<file path="src/rtl/linkRxPkg.sv">
package linkRxPkg;

  localparam int BYTE_W = 8;

  localparam logic [1:0] RS_DATA = 2'd0;
  localparam logic [1:0] RS_STAT = 2'd2;
  localparam logic [1:0] RS_CTRL = 2'd3;

  typedef enum logic [2:0] {
    RX_IDLE,
    RX_START,
    RX_FLAG,
    RX_DATA,
    RX_STOP
  } rxState_t;

  // strobes from the control to the datapath
  typedef struct packed {
    logic shiftEn;
    logic shiftBit;
    logic loadBuf;
    logic clrPresent;
    logic wrIntEn;
    logic intEnVal;
  } dpStrobe_t;

endpackage

</file>
<file path="src/rtl/linkRxData.sv">
module linkRxData
  import linkRxPkg::*;
(
  input  logic              clk,
  input  logic              rstN,
  input  dpStrobe_t         strobe,
  input  logic [1:0]        rs,
  output logic [BYTE_W-1:0] dOut,
  output logic              present,
  output logic              inputInt
);

  logic [BYTE_W-1:0] shiftReg;
  logic [BYTE_W-1:0] dataReg;
  logic              intEn;
  logic [BYTE_W-1:0] nextByte;

  // first received bit ends up in bit 0
  assign nextByte = {strobe.shiftBit, shiftReg[BYTE_W-1:1]};

  always_ff @(posedge clk or negedge rstN) begin
    if (!rstN) begin
      shiftReg <= '0;
      dataReg  <= '0;
    end else begin
      if (strobe.shiftEn) shiftReg <= nextByte;
      if (strobe.loadBuf) dataReg  <= nextByte;
    end
  end

  always_ff @(posedge clk or negedge rstN) begin
    if (!rstN) begin
      present <= 1'b0;
    end else if (strobe.loadBuf) begin
      present <= 1'b1;
    end else if (strobe.clrPresent) begin
      present <= 1'b0;
    end
  end

  always_ff @(posedge clk or negedge rstN) begin
    if (!rstN) begin
      intEn <= 1'b0;
    end else if (strobe.wrIntEn) begin
      intEn <= strobe.intEnVal;
    end
  end

  assign inputInt = present & intEn;

  always_comb begin
    case (rs)
      RS_DATA: dOut = dataReg;
      RS_STAT: dOut = {{(BYTE_W-1){1'b0}}, present};
      RS_CTRL: dOut = {{(BYTE_W-2){1'b0}}, intEn, present};
      default: dOut = '0;
    endcase
  end

endmodule

</file>
<file path="src/rtl/linkRxCtrl.sv">
module linkRxCtrl
  import linkRxPkg::*;
#(
  parameter int BIT_CLKS = 10
) (
  input  logic       clk,
  input  logic       rstN,
  input  logic       linkIn,
  input  logic       auxAckReq,
  input  logic       csN,
  input  logic       rnw,
  input  logic [1:0] rs,
  input  logic       enBit,
  input  logic       present,
  output dpStrobe_t  strobe,
  output logic       linkOut
);

  localparam int CNT_W = $clog2(BIT_CLKS + 1);
  localparam int HALF  = BIT_CLKS / 2;
  localparam int IDX_W = $clog2(BYTE_W);
  localparam logic [CNT_W-1:0] CNT_BIT  = CNT_W'(BIT_CLKS - 1);
  localparam logic [CNT_W-1:0] CNT_HALF = CNT_W'(HALF - 1);
  localparam logic [IDX_W-1:0] LAST_IDX = IDX_W'(BYTE_W - 1);

  // ---------------- receive side ----------------
  logic sync1, lineNow, linePrev, lineRise;
  rxState_t rxState;
  logic [CNT_W-1:0] rxCnt;
  logic [IDX_W-1:0] bitIdx;
  logic sampleNow;

  always_ff @(posedge clk or negedge rstN) begin
    if (!rstN) begin
      sync1    <= 1'b0;
      lineNow  <= 1'b0;
      linePrev <= 1'b0;
    end else begin
      sync1    <= linkIn;
      lineNow  <= sync1;
      linePrev <= lineNow;
    end
  end

  assign lineRise  = lineNow & ~linePrev;
  assign sampleNow = (rxState == RX_DATA) && (rxCnt == '0);

  always_ff @(posedge clk or negedge rstN) begin
    if (!rstN) begin
      rxState <= RX_IDLE;
      rxCnt   <= '0;
      bitIdx  <= '0;
    end else if (rxState == RX_IDLE) begin
      if (lineRise) begin
        rxState <= RX_START;
        rxCnt   <= CNT_HALF;
      end
    end else if (rxCnt != '0) begin
      rxCnt <= rxCnt - 1'b1;
    end else begin
      rxCnt <= CNT_BIT;
      case (rxState)
        RX_START: rxState <= lineNow ? RX_FLAG : RX_IDLE;
        RX_FLAG: begin
          rxState <= lineNow ? RX_DATA : RX_IDLE;
          bitIdx  <= '0;
        end
        RX_DATA: begin
          bitIdx <= bitIdx + 1'b1;
          if (bitIdx == LAST_IDX) rxState <= RX_STOP;
        end
        default: rxState <= RX_IDLE;
      endcase
    end
  end

  // ---------------- host access ----------------
  logic csPrev, csFall, csRise, dataRead;
  logic readSeen;

  always_ff @(posedge clk or negedge rstN) begin
    if (!rstN) csPrev <= 1'b1;
    else       csPrev <= csN;
  end

  assign csFall   = csPrev & ~csN;
  assign csRise   = ~csPrev & csN;
  assign dataRead = csFall & rnw & (rs == RS_DATA);

  always_comb begin
    strobe            = '0;
    strobe.shiftBit   = lineNow;
    strobe.shiftEn    = sampleNow && (bitIdx != LAST_IDX);
    strobe.loadBuf    = sampleNow && (bitIdx == LAST_IDX);
    strobe.clrPresent = dataRead;
    strobe.wrIntEn    = csFall & ~rnw & (rs == RS_CTRL);
    strobe.intEnVal   = enBit;
  end

  // ---------------- acknowledge timing ----------------
  logic dlyRun, ackPend, auxPend;
  logic [CNT_W-1:0] dlyCnt;

  always_ff @(posedge clk or negedge rstN) begin
    if (!rstN) begin
      readSeen <= 1'b0;
    end else if (csRise) begin
      readSeen <= 1'b0;
    end else if (dataRead && present) begin
      readSeen <= 1'b1;
    end
  end

  // ---------------- output arbiter and sender ----------------
  logic txBusy, txPhase, txLine;
  logic [CNT_W-1:0] txCnt;
  logic launchRx, launchAux;

  assign launchRx  = ~txBusy & ackPend;
  assign launchAux = ~txBusy & ~ackPend & auxPend;

  always_ff @(posedge clk or negedge rstN) begin
    if (!rstN) begin
      dlyRun  <= 1'b0;
      dlyCnt  <= '0;
      ackPend <= 1'b0;
    end else begin
      if (launchRx) ackPend <= 1'b0;
      if (csRise && readSeen) begin
        dlyRun <= 1'b1;
        dlyCnt <= CNT_BIT;
      end else if (dlyRun) begin
        if (dlyCnt == '0) begin
          dlyRun  <= 1'b0;
          ackPend <= 1'b1;
        end else begin
          dlyCnt <= dlyCnt - 1'b1;
        end
      end
    end
  end

  always_ff @(posedge clk or negedge rstN) begin
    if (!rstN) begin
      auxPend <= 1'b0;
    end else if (auxAckReq) begin
      auxPend <= 1'b1;
    end else if (launchAux) begin
      auxPend <= 1'b0;
    end
  end

  always_ff @(posedge clk or negedge rstN) begin
    if (!rstN) begin
      txBusy  <= 1'b0;
      txPhase <= 1'b0;
      txLine  <= 1'b0;
      txCnt   <= '0;
    end else if (!txBusy) begin
      if (launchRx || launchAux) begin
        txBusy  <= 1'b1;
        txPhase <= 1'b0;
        txLine  <= 1'b1;
        txCnt   <= CNT_BIT;
      end
    end else if (txCnt != '0) begin
      txCnt <= txCnt - 1'b1;
    end else if (!txPhase) begin
      txPhase <= 1'b1;
      txLine  <= 1'b0;
      txCnt   <= CNT_BIT;
    end else begin
      txBusy <= 1'b0;
    end
  end

  assign linkOut = txLine;

endmodule

</file>
<file path="src/rtl/linkRxAdaptor.sv">
module linkRxAdaptor
  import linkRxPkg::*;
#(
  parameter int BIT_CLKS = 10
) (
  input  logic              clk,
  input  logic              rstN,
  input  logic              linkIn,
  output logic              linkOut,
  input  logic              auxAckReq,
  input  logic              csN,
  input  logic              rnw,
  input  logic [1:0]        rs,
  input  logic [BYTE_W-1:0] dIn,
  output logic [BYTE_W-1:0] dOut,
  output logic              inputInt
);

  dpStrobe_t strobe;
  logic      present;
  logic      dInUnused;

  assign dInUnused = ^{dIn[BYTE_W-1:2], dIn[0]};

  linkRxCtrl #(.BIT_CLKS(BIT_CLKS)) i_ctrl (
    .clk       (clk),
    .rstN      (rstN),
    .linkIn    (linkIn),
    .auxAckReq (auxAckReq),
    .csN       (csN),
    .rnw       (rnw),
    .rs        (rs),
    .enBit     (dIn[1]),
    .present   (present),
    .strobe    (strobe),
    .linkOut   (linkOut)
  );

  linkRxData i_data (
    .clk      (clk),
    .rstN     (rstN),
    .strobe   (strobe),
    .rs       (rs),
    .dOut     (dOut),
    .present  (present),
    .inputInt (inputInt)
  );

endmodule

</file>
<file path="config.mk">
export PLATFORM = sky130hd
export DESIGN_NAME = linkRxAdaptor
export DESIGN_NICKNAME = d
export VERILOG_FILES = /design/src/rtl/linkRxPkg.sv /design/src/rtl/linkRxData.sv /design/src/rtl/linkRxCtrl.sv /design/src/rtl/linkRxAdaptor.sv
export SDC_FILE = /design/constraint.sdc
export NUM_CORES = 1
export LEC_CHECK = 0
export ABC_AREA = 0
export CAP_MARGIN = 20
export CORE_MARGIN = 4
export CORE_UTILIZATION = 40
export DETAILED_ROUTE_END_ITERATION = 7
export HOLD_SLACK_MARGIN = 0.06
export PLACE_DENSITY_LB_ADDON = 0.3
export SYNTH_ARGS = -nofsm -noshare
export SYNTH_HDL_FRONTEND = slang
export SYNTH_SLANG_ARGS = --single-unit
</file>
<file path="constraint.sdc">
create_clock -name clk -period 3.24 [get_ports clk]
set_clock_uncertainty 0.2 [all_clocks]
set_input_delay 0.648 -clock clk [delete_from_list [all_inputs] [get_ports clk]]
set_output_delay 0.648 -clock clk [all_outputs]
set_load 0.02 [all_outputs]
</file>
==> results of run 1 <==
[registers in the layout (all words and copies together) (netlist names)]
name,cells
i_ctrl.lineNow,1
i_data.intEn,1
i_ctrl.auxPend,1
i_ctrl.dlyCnt,4
i_ctrl.readSeen,1
i_ctrl.txCnt,4
i_data.shiftReg,7
i_ctrl.csPrev,1
i_ctrl.txBusy,1
i_data.dataReg,8
i_ctrl.rxCnt,4
i_ctrl.dlyRun,1
i_ctrl.ackPend,1
i_ctrl.linePrev,1
i_ctrl.sync1,1
i_ctrl.txPhase,1
i_ctrl.linkOut,1
i_ctrl.bitIdx,3
i_ctrl.rxState,3
i_data.present,1
[routing by layer]
layer  share of wire (%)  vias up  wire length, um
li1                    -      724                -
met1                  48      684             1670
met2                  45       18             1590
met3                 4.4        5              153
met4                 2.5        0               87
met5                   0        -                0
[worst max-delay path by stage]
stage	to	slack, ns	cells past startpoint
2_1_floorplan	i_data.dataReg[0]	1.10	7
3_3_place_gp	dOut[0]	0.23	5
3_5_place_dp	dOut[5]	0.23	5
4_1_cts	dOut[5]	0.23	5
5_1_grt	dOut[1]	0.15	6
6_report	dOut[5]	0.24	5
[area by class of cell]
type | count | share of cell area, %
flip-flops and latches | 46 | 46.1
repair buffers | 21 | 7.90
inverters | 10 | 1.50
clock inverters | 2 | 0.500
clock buffers | 6 | 3.30
well taps | 70 | 3.50
multi-input cells | 131 | 37.3
[per-stage QoR]
step                hold WS (ns)  util (%)
finish                    0.0940      48.4
floorplan                  0.131         -
detailed placement         0.139      46.5
global route               0.112      48.4
global placement           0.134      46.5
CTS                        0.104      48.4
[power by group through the flow]
stage / registers, mW / clock network, mW / logic [mW]
global route: 0.725 / 0.401 / 0.330
floorplan: 0.695 / 0 / 0.247
CTS: 0.711 / 0.380 / 0.289
detailed placement: 0.723 / 0 / 0.288
global placement: 0.721 / 0 / 0.278
finish: 0.711 / 0.366 / 0.284
[critical path: stages]
cell and delay (ns):
clkdlybuf4s50_1 0.46, nor2_1 0.16, buf_4 0.15, and2_1 0.12, clkdlybuf4s50_1 0.60
[cells in the final DEF (no fill, tap or decap), types with 2 or more instances in the layout]
cell / count
a21oi_1: 10
a22o_1: 2
a31oi_1: 2
a41oi_1: 2
and2_1: 9
buf_4: 3
clkbuf_8: 6
clkdlybuf4s50_1: 17
dfrtp_1: 45
ha_1: 6
inv_1: 10
mux2_2: 8
mux2_4: 8
nand2_1: 18
nand2b_1: 2
nand3_1: 7
nor2_1: 8
nor2b_1: 4
nor3_1: 6
nor3b_1: 2
o21ai_0: 14
or3b_2: 2
xor2_1: 2
[cells by family after synthesis]
group           Yosys count
buf+inv                  14
simple gates             66
xor+xnor                  3
flops                    46
fa+ha+maj                 6
mux                      17
compound gates           39
==> metrics.md, run 1 <==
| Metric | Value |
|---|---|
| Vias | 1,431 |
| Synth Area in Compound Gates | approximately 11% |
| Num rows | 26 |
| Global-route wire length before repair | roughly 6.1 mm |
| P&R area growth vs syn | 16.2% |
| Leak | between 1 and 1.5 nW |
| Met3 Use GR | 4.32% |
| Status | complete, no violations |
| Mux contribution to synthesized area | between 10 and 15% |
| Final setup vio count | 0 |
| Worst slack, placed | around 0.23 ns |
| Max FO, Critical Path | 7 |
| Total net switching power | 0.405 mW |
| FF+latch count, synth | 46 |
| Initial Utilization | about two fifths |
| Total track usage | about an eighth |
| Gp weighted congestion | 0.743 |
| PnR Total Power | between 1 and 1.5 mW |
| Final setup TNS | 0 ns |
| CTS tree | done |
| Seq pwr share | 52.3% |
| Post-CTS setup buffer count | 0 |
| Routed wire length | 3.51 mm |
| Worst-path clk slew | 0.08 ns |
| Vias in the first global route | roughly 1,400 |
| DRC | 0 |
| CP Data Arrival Time | 2.15 ns |
| Fin. Hold Viols | 0 |
| Avg Inst Size Synth | about 11 sq um |
| Global routing's busiest layer | met2 |
| Placement-stage cell area | around 2400 sq um |
| Grt met2 use | 18.7% |
| Clock power share | 26.9% |
| Finished Layout Cells | 286 |
| Critical Path End Type | output pin |
| Share of flip-flops with an asynchronous set or reset | 100% |
| Post-synthesis sequential area ratio | between 50 and 60% |
| Synth top cells by count | dfrtp_1, nand2_1, o21ai_0 |
| Most numerous cell in the Yosys netlist | dfrtp_1 |
| Area occupied by multi-input gates | 932 sq um |
| Die Span Y | between 80 and 90 um |
| Antenna violations before repair | 0 |
| Final worst slack | ~0.24 ns |
| Pwr dens | 544 nW/um^2 |
| Routed Antenna Nets | 0 |
| Width of the die | just over 80 um |
| Sw frac | 29.7% |
| Clock buffer count from CTS | 5 |
| CP Launch Type | primary input |
| Final Net Count | 237 |
| Max Cap Viol | 0 |
| DP HPWL | 2.50 mm |
| Synth cell types | 43 |
| Critical path class | in -> out |
| DR vias/cell | ~5.0 |
| Fin crit period | 3.00 ns |
| R2r endpoint | i_data.dataReg[2] |
| Design Area, Final | 2500 sq um |
| Internal | 0.956 mW |
| Port-buffer cells | 18 |
| Fillcell total | 466 |
| Simple-gate area share of the yosys netlist | 16.6% |
| Post-DR wirelength/cell | around 12 um |
| Hold Crit Class | in -> async |
| Hold-fix buffers, CTS | 0 |
| Skew-Pair Late Insertion Delay | 0.30 ns |
| Largest area contributor in the netlist | dfrtp_1 |
| R2r setup slk | 0.71 ns |
| Ratio of cells with drive above 1 in the final layout | around 16% |
| GR Overflow Total | 0 |
| Placed insts | 278 |
| CP Launch Point | rs[1] |
| Fin crit share | 92.5% |
| Required @ worst endpoint | 2.39 ns |
| CTS Buffer Depth | 2 |
| Post-synth EDFFs | 0 |
| H-Tree Depth | 2 |
| Synth Area in Adders | 3.49% |
| Reg2Reg Depth | 6 |
| Synth Instances | about 190 |
| Combinational family with the most area after synthesis | simple AND/OR/NAND/NOR gates |
| RSZ-0062 raised after global routing | no |
| Drt pass-1 iters | 4 |
| Max rail drop VDD | 316 uV |
| GR met1 Demand/Resource | between 15 and 20% |
| 1st-iter DRT viols | 20 |
| Slew @ Worst Pin | 0.589 ns |
| IO Count | 26 |
| Area occupied by registers | 1150 sq um |
| Highest Clock Rate | approximately 330 MHz |
| Core box area | approximately 5200 sq um |
| RR Startpoint | i_ctrl.rxCnt[0] |
| Largest cells by area after synthesis | dfrtp_1, mux2_4, mux2_2 |
| Synth warn | 0 |
| Synth Area in XOR/XNOR | 1.22% |
| Die Area | 6620 sq um |
| Relative slew slack | 60.4% |
| Commonest register cell after synthesis | dfrtp_1 |
| Clock root buffer | clkbuf_8 |
| Synthesized cell area | 2150 sq um |
| Post-CTS sizing | 0 |
| CTS sink cnt | 46 |
| Mapped Nets | 213 |
| Diodes inserted | 0 |
| Slew Limit Fails | 0 |
| Largest net degree at the start of global routing | 26 |
| Synth top area share | 52.3% |
| Combinational Power Share | 20.9% |
Power figures use the tool's default switching activity.
==> run 2, diff against run 1 <==
==> constraint.sdc (replaced) <==
create_clock -name clk -period 3.24 [get_ports clk]
set_clock_uncertainty 0.2 [all_clocks]
set_input_delay 0.972 -clock clk [delete_from_list [all_inputs] [get_ports clk]]
set_output_delay 0.972 -clock clk [all_outputs]
set_load 0.02 [all_outputs]
==> run 2 against run 1 <==
Sequential power hardly changed; die area stayed put; total power is 1.0% lower; cell count is 0.70% higher; largest power group unchanged; global-route usage is 0.62 points lower; final area is 0.65% lower; critical endpoint is now dOut[0]; non-clock buffer count is 2 higher; critical path depth stayed put; fmax is 5.5% lower; critical path type unchanged; largest cell class unchanged.
==> metrics.md, run 2 (synthesis gave the netlist of run 1 again) <==
| Metric | Value |
|---|---|
| Status | complete, no violations (unchanged) |
| Commonest non-fill, non-tap cell in the layout | dfrtp_1 (unchanged) |
| Combinational Power Share | 20.9% (about the same) |
| Top flop regs | i_data.dataReg x8, i_data.shiftReg x7 (unchanged) |
| Max Cap Viol | 0 (unchanged) |
| Post-DR wirelength/cell | 12.1 um (was 12.3 um) |
| Highest Clock Rate | 315 MHz (was 334 MHz) |
| Fin crit share | 97.9% (was 92.5%) |
| Clock root buffer | clkbuf_8 (unchanged) |
| Gp weighted congestion | 0.738 (was 0.743) |
| CP cell instances | clkdlybuf4s50_1 > nor2_1 > buf_4 > a22o_1 > buf_2 (was clkdlybuf4s50_1 > nor2_1 > buf_4 > and2_1 > clkdlybuf4s50_1) |
| Relative slew slack | 60.9% (was 60.4%) |
| Required @ worst endpoint | 2.07 ns (was 2.39 ns) |
| CP max stage cell | clkdlybuf4s50_1 (unchanged) |
| IO Count | 26 (unchanged) |
| Finished Layout Cells | 288 (was 286) |
| Seq pwr share | 52.9% (was 52.3%) |
| Max FO, Critical Path | 9 (was 7) |
| RSZ-0062 raised after global routing | no (unchanged) |
| Biggest register | i_data.dataReg (unchanged) |
| Leak | 1.20 nW (was 1.17 nW) |
| P&R area growth vs syn | 15.5% (was 16.2%) |
| CTS sink cnt | 46 (unchanged) |
| Initial Utilization | 41.6% (unchanged) |
| Num rows | 26 (unchanged) |
| H-Tree Depth | 2 (unchanged) |
| Port-buffer cells | 18 (unchanged) |
| Drt pass-1 iters | 4 (unchanged) |
| Slew @ Worst Pin | 0.582 ns (was 0.589 ns) |
| Fin. Hold Viols | 0 (unchanged) |
| Diodes inserted | 0 (unchanged) |
| Routed wire length | 3.50 mm (was 3.51 mm) |
| DR vias/cell | 4.95 (was 5.00) |
| Critical path class | in -> out (unchanged) |
| Skew-Pair Late Insertion Delay | 0.29 ns (was 0.30 ns) |
| Hold-fix buffers, CTS | 0 (unchanged) |
| Final Net Count | 239 (was 237) |
| Fin crit period | 3.17 ns (was 3.00 ns) |
| CP Data Arrival Time | 2.00 ns (was 2.15 ns) |
| DRC | 0 (unchanged) |
| Placed insts | 280 (was 278) |
| Hold Crit Class | reg -> reg (was in -> async) |
| Final setup vio count | 0 (unchanged) |
| Max rail drop VDD | 262 uV (was 316 uV) |
| Max reg flops | 8 (unchanged) |
| Sw frac | 28.8% (was 29.7%) |
| Internal | 0.958 mW (was 0.956 mW) |
| Clock power share | 26.2% (was 26.9%) |
| Fillcell total | 479 (was 466) |
| R2r setup slk | 0.73 ns (was 0.71 ns) |
| CTS Buffer Depth | 2 (unchanged) |
| Total net switching power | 0.388 mW (was 0.405 mW) |
| Largest net degree at the start of global routing | 27 (was 26) |
| DP HPWL | 2.51 mm (was 2.50 mm) |
| Die Span Y | 81.4 um (unchanged) |
| Clock buffer count from CTS | 5 (unchanged) |
| CTS tree | done (unchanged) |
| Worst-path clk slew | 0.08 ns (about the same) |
| Slew Limit Fails | 0 (unchanged) |
| GR Overflow Total | 0 (unchanged) |
| WHS | 0.155 ns (was 0.0940 ns) |
| Width of the die | 81.4 um (unchanged) |
| Global-route wire length before repair | 5.89 mm (was 6.07 mm) |
| CP Launch Type | primary input (unchanged) |
| Die Area | 6620 sq um (unchanged) |
| Critical Path End Type | output pin (unchanged) |
| Vias | 1,425 (was 1,431) |
| Most frequent cells in the layout | dfrtp_1, nand2_1, o21ai_0 (was dfrtp_1, nand2_1, clkdlybuf4s50_1) |
| Post-CTS setup buffer count | 0 (unchanged) |
| Vias in the first global route | 1,317 (was 1,369) |
| Core box area | 5170 sq um (unchanged) |
| Antenna violations before repair | 0 (unchanged) |
| Pwr dens | 542 nW/um^2 (was 544 nW/um^2) |
| Total track usage | 11.6% (was 12.2%) |
| Worst stage delay on the critical path | 0.48 ns (was 0.60 ns) |
| Ratio of cells with drive above 1 in the final layout | 20.2% (was 16.2%) |
| 1st-iter DRT viols | 42 (was 20) |
| Routed Antenna Nets | 0 (unchanged) |
[run 2: what timing repair did]
item	in CTS	in global routing
gates cloned	0	0
setup endpoints to repair	8	5
pin swaps	0	0
hold endpoints to repair	0	0
gates resized for setup	27	5
[run 2: path summary, 6_finish.rpt]
kind                                  from                 to  cells after the start
min reg2reg                   i_ctrl.sync1     i_ctrl.lineNow                      0
max in group asynchronous             rstN  i_ctrl.rxState[2]                      2
min                           i_ctrl.sync1     i_ctrl.lineNow                      0
min in group asynchronous             rstN   i_ctrl.dlyCnt[0]                      1
max                                  rs[0]            dOut[0]                      5
max reg2reg                i_ctrl.rxCnt[0]  i_data.dataReg[0]                      6
[run 2: per-layer routing]
metal / track usage (%) / wire length, um
met3: 2.66 / 88
met1: 14.7 / 1770
met4: 6.08 / 74
met2: 18.4 / 1570
met5: 0 / 0
[run 2: worst max-delay path, delay by kind of cell]
| kind | cells | cell delay, ns |
|---|---|---|
| buf+inv | 3 | 0.78 |
| compound gates | 1 | 0.19 |
| simple gates | 1 | 0.05 |
[run 2: area by class of cell]
type | instances | area (sq um) | share of cell area, %
clock buffer | 7 | 86.3 | 3.47
clock inverter | 1 | 5.00 | 0.201
inverter | 10 | 37.5 | 1.51
multi-input combinational | 131 | 932 | 37.5
sequential | 46 | 1150 | 46.4
tap | 70 | 87.6 | 3.52
timing repair buffer | 23 | 185 | 7.45
[run 2: power groups by stage]
| stage | logic [mW] | registers (mW) | clock network, mW |
|---|---|---|---|
| 5_1_grt | 0.323 | 0.723 | 0.389 |
| 3_3_place_gp | 0.281 | 0.721 | 0 |
| 4_1_cts | 0.287 | 0.713 | 0.369 |
| 2_1_floorplan | 0.247 | 0.695 | 0 |
| 3_5_place_dp | 0.288 | 0.724 | 0 |
| 6_report | 0.282 | 0.712 | 0.352 |
[run 2: per-stage QoR]
stage               cell area [sq um]  worst slack (ns)  TNS, ns  power, mW  util (%)
floorplan                        2150             0.512        0      0.942         -
global placement                 2430            -0.343    -2.53       1.00      47.1
detailed placement               2430            -0.358    -2.66       1.01      47.1
CTS                              2520            0.0115        0       1.37      48.7
global route                     2490            0.0248        0       1.44      48.1
finish                           2490            0.0683        0       1.35      48.1
==> run 3, diff against run 2 <==
Settings changed: CORE_MARGIN 4 to not set.
Clock period 3.24 ns to 3.3 ns, I/O delays scaled along.
==> run 3 against run 2 <==
Via count fell by 0.63%; worst hold slack got worse by 0.0039 ns; non-clock buffer count did not move; sequential share of layout area fell by 0.26 points; highest routed layer unchanged.
==> metrics.md, run 3 (synthesis gave the netlist of run 1 again) <==
| Metric | Value |
|---|---|
| Status | complete, no violations (unchanged) |
| IO Count | 26 (unchanged) |
| Design Area, Final | 2500 sq um (was 2490 sq um) |
| Fin. Hold Viols | 0 (unchanged) |
| DP HPWL | 2.54 mm (was 2.51 mm) |
| DRC | 0 (unchanged) |
| Hold depth | 0 (unchanged) |
| Diodes inserted | 0 (unchanged) |
| Num rows | 26 (unchanged) |
| Layout Utilization | 48.6% (was 48.1%) |
| Skew-Pair Late Insertion Delay | 0.30 ns (was 0.29 ns) |
| Initial Utilization | 41.9% (was 41.6%) |
| Die Span Y | 75.4 um (was 81.4 um) |
| Worst stage delay on the critical path | 0.48 ns (about the same) |
| Width of the die | 75.4 um (was 81.4 um) |
| Max FO, Critical Path | 9 (unchanged) |
| Beginning of the worst hold path | i_ctrl.sync1 (unchanged) |
| Most frequent cells in the layout | dfrtp_1, nand2_1, o21ai_0 (unchanged) |
| Highest Clock Rate | around 310 MHz |
| Relative slew slack | 61.5% (was 60.9%) |
| 1st-iter DRT viols | 56 (was 42) |
| Max reg flops | 8 (unchanged) |
| Die Area | 5680 sq um (was 6620 sq um) |
| H-Tree Depth | 2 (unchanged) |
| DR vias/cell | 4.92 (was 4.95) |
| Biggest register | i_data.dataReg (unchanged) |
| Final Net Count | 239 (unchanged) |
| Critical Path End Type | output pin (unchanged) |
| Core box area | 5140 sq um (was 5170 sq um) |
| Gp weighted congestion | 0.754 (was 0.738) |
| Top flop regs | i_data.dataReg x8, i_data.shiftReg x7 (unchanged) |
| Required @ worst endpoint | 2.11 ns (was 2.07 ns) |
| Global-route wire length before repair | 5.98 mm (was 5.89 mm) |
| Placement-stage cell area | 2420 sq um (was 2430 sq um) |
| Routed Antenna Nets | 0 (unchanged) |
| Fin crit period | between 3 and 4 ns |
| Port-buffer cells | 18 (unchanged) |
| CTS tree | done (unchanged) |
| Ratio of cells with drive above 1 in the final layout | 20.6% (was 20.2%) |
| CTS sink cnt | 46 (unchanged) |
| Largest net degree at the start of global routing | 28 (was 27) |
| GR Overflow Total | 0 (unchanged) |
| Hold Crit Class | reg -> reg (unchanged) |
| P&R area growth vs syn | 16.1% (was 15.5%) |
| Vias | 1,416 (was 1,425) |
| Hold worst-path end | i_ctrl.lineNow (unchanged) |
| RSZ-0062 raised after global routing | no (unchanged) |
| Max Cap Viol | 0 (unchanged) |
| CP Launch Type | primary input (unchanged) |
| Clock buffer count from CTS | 5 (unchanged) |
| Clock root buffer | clkbuf_8 (unchanged) |
| Hold-fix buffers, CTS | 0 (unchanged) |
| Leak | 1.21 nW (was 1.20 nW) |
| Final setup vio count | 0 (unchanged) |
| Critical path class | in -> out (unchanged) |
| Worst-path clk slew | 0.09 ns (was 0.08 ns) |
| Routed wire length | 3.55 mm (was 3.50 mm) |
| Total track usage | 14.2% (was 11.6%) |
| Crit-path leading delay family | buffers and inverters (unchanged) |
| Post-DR wirelength/cell | 12.3 um (was 12.1 um) |
| Slew Limit Fails | 0 (unchanged) |
| Slew @ Worst Pin | 0.572 ns (was 0.582 ns) |
| Fin crit share | 97.5% |
| Drt pass-1 iters | 4 (unchanged) |
| CTS Buffer Depth | 2 (unchanged) |
| Buf+Inv Stages, Crit Path | 3 (unchanged) |
| Antenna violations before repair | 0 (unchanged) |
| Pwr dens | 564 nW/um^2 (was 542 nW/um^2) |
| Reg2Reg Depth | 6 (unchanged) |
| R2r setup slk | 0.79 ns (was 0.73 ns) |
| CP max stage cell | clkdlybuf4s50_1 (unchanged) |
| R2r endpoint | i_data.dataReg[7] (was i_data.dataReg[0]) |
| Vias in the first global route | 1,372 (was 1,317) |
| RR Startpoint | i_ctrl.rxCnt[0] (unchanged) |
| Commonest non-fill, non-tap cell in the layout | dfrtp_1 (unchanged) |
| Max rail drop VDD | 347 uV (was 262 uV) |
| CP cell instances | clkdlybuf4s50_1 > nor2_1 > buf_4 > a22o_1 > buf_2 (unchanged) |
| CP Data Arrival Time | 2.03 ns (was 2.00 ns) |
==> run 3: changes by cell type in the layout (fill, tap and decap cells not counted), sizes merged <==
cell	delta
buf	-1
bufinv	+1
clkbuf	-1
clkinv	-1
clkinvlp	+1
inv	+1
==> run 3: worst max path at each step <==
stage                     start  endpoint  slack (ns)  cells past startpoint
after floorplan           rs[1]   dOut[0]        0.54                      2
after global placement    rs[1]   dOut[0]       -0.32                      5
after detailed placement  rs[1]   dOut[0]       -0.33                      5
after CTS                 rs[1]   dOut[1]       0.006                      6
after global routing      rs[1]   dOut[0]        0.05                      5
final                     rs[1]   dOut[0]        0.08                      5
==> run 3: metal layers <==
layer	wire length (um)	global-route usage, %	vias to the layer above
met1	1760	17.9	676
met3	69	4.37	5
met5	0	0	-
met4	35	5.56	0
li1	-	-	723
met2	1680	23.2	12
==> run 3: worst reg2reg max path, delay by kind of cell, from the launching register on <==
family        cells  cell delay, ns
flops             1            0.42
buf+inv           1            0.07
fa+ha+maj         1            0.18
mux               2            0.55
simple gates      2            0.97
==> run 3: area by class of cell <==
| type | count | area (sq um) |
|---|---|---|
| clock inverters | 3 | 48.8 |
| inverters | 10 | 37.5 |
| repair buffers | 23 | 173 |
| multi-input cells | 131 | 932 |
| fillers | 497 | 2640 |
| well taps | 70 | 87.6 |
| clock buffers | 5 | 68.8 |
| flip-flops and latches | 46 | 1150 |
==> run 3: power by group <==
part	internal (mW)	switching (mW)
registers	0.630	0.0679
logic	0.140	0.137
clock network	0.231	0.203
total	1.00	0.408
==> run 3: repair_timing <==
action | 4_1_cts | 5_1_grt
setup buffers | 0 | 0
hold endpoints to repair | 0 | 0
setup endpoints to repair | 8 | 7
resized for setup | 24 | 7
==> run 3: through the flow <==
stage	instances	TNS [ns]	hold slack (ns)	total power [mW]	worst slack [ns]
after floorplan	191	0	0.131	0.925	0.536
after global placement	280	-2.38	0.135	0.983	-0.316
after detailed placement	280	-2.51	0.137	0.990	-0.326
after CTS	288	0	0.157	1.43	0.00561
after global routing	288	0	0.172	1.49	0.0458
final	288	0	0.151	1.41	0.0809
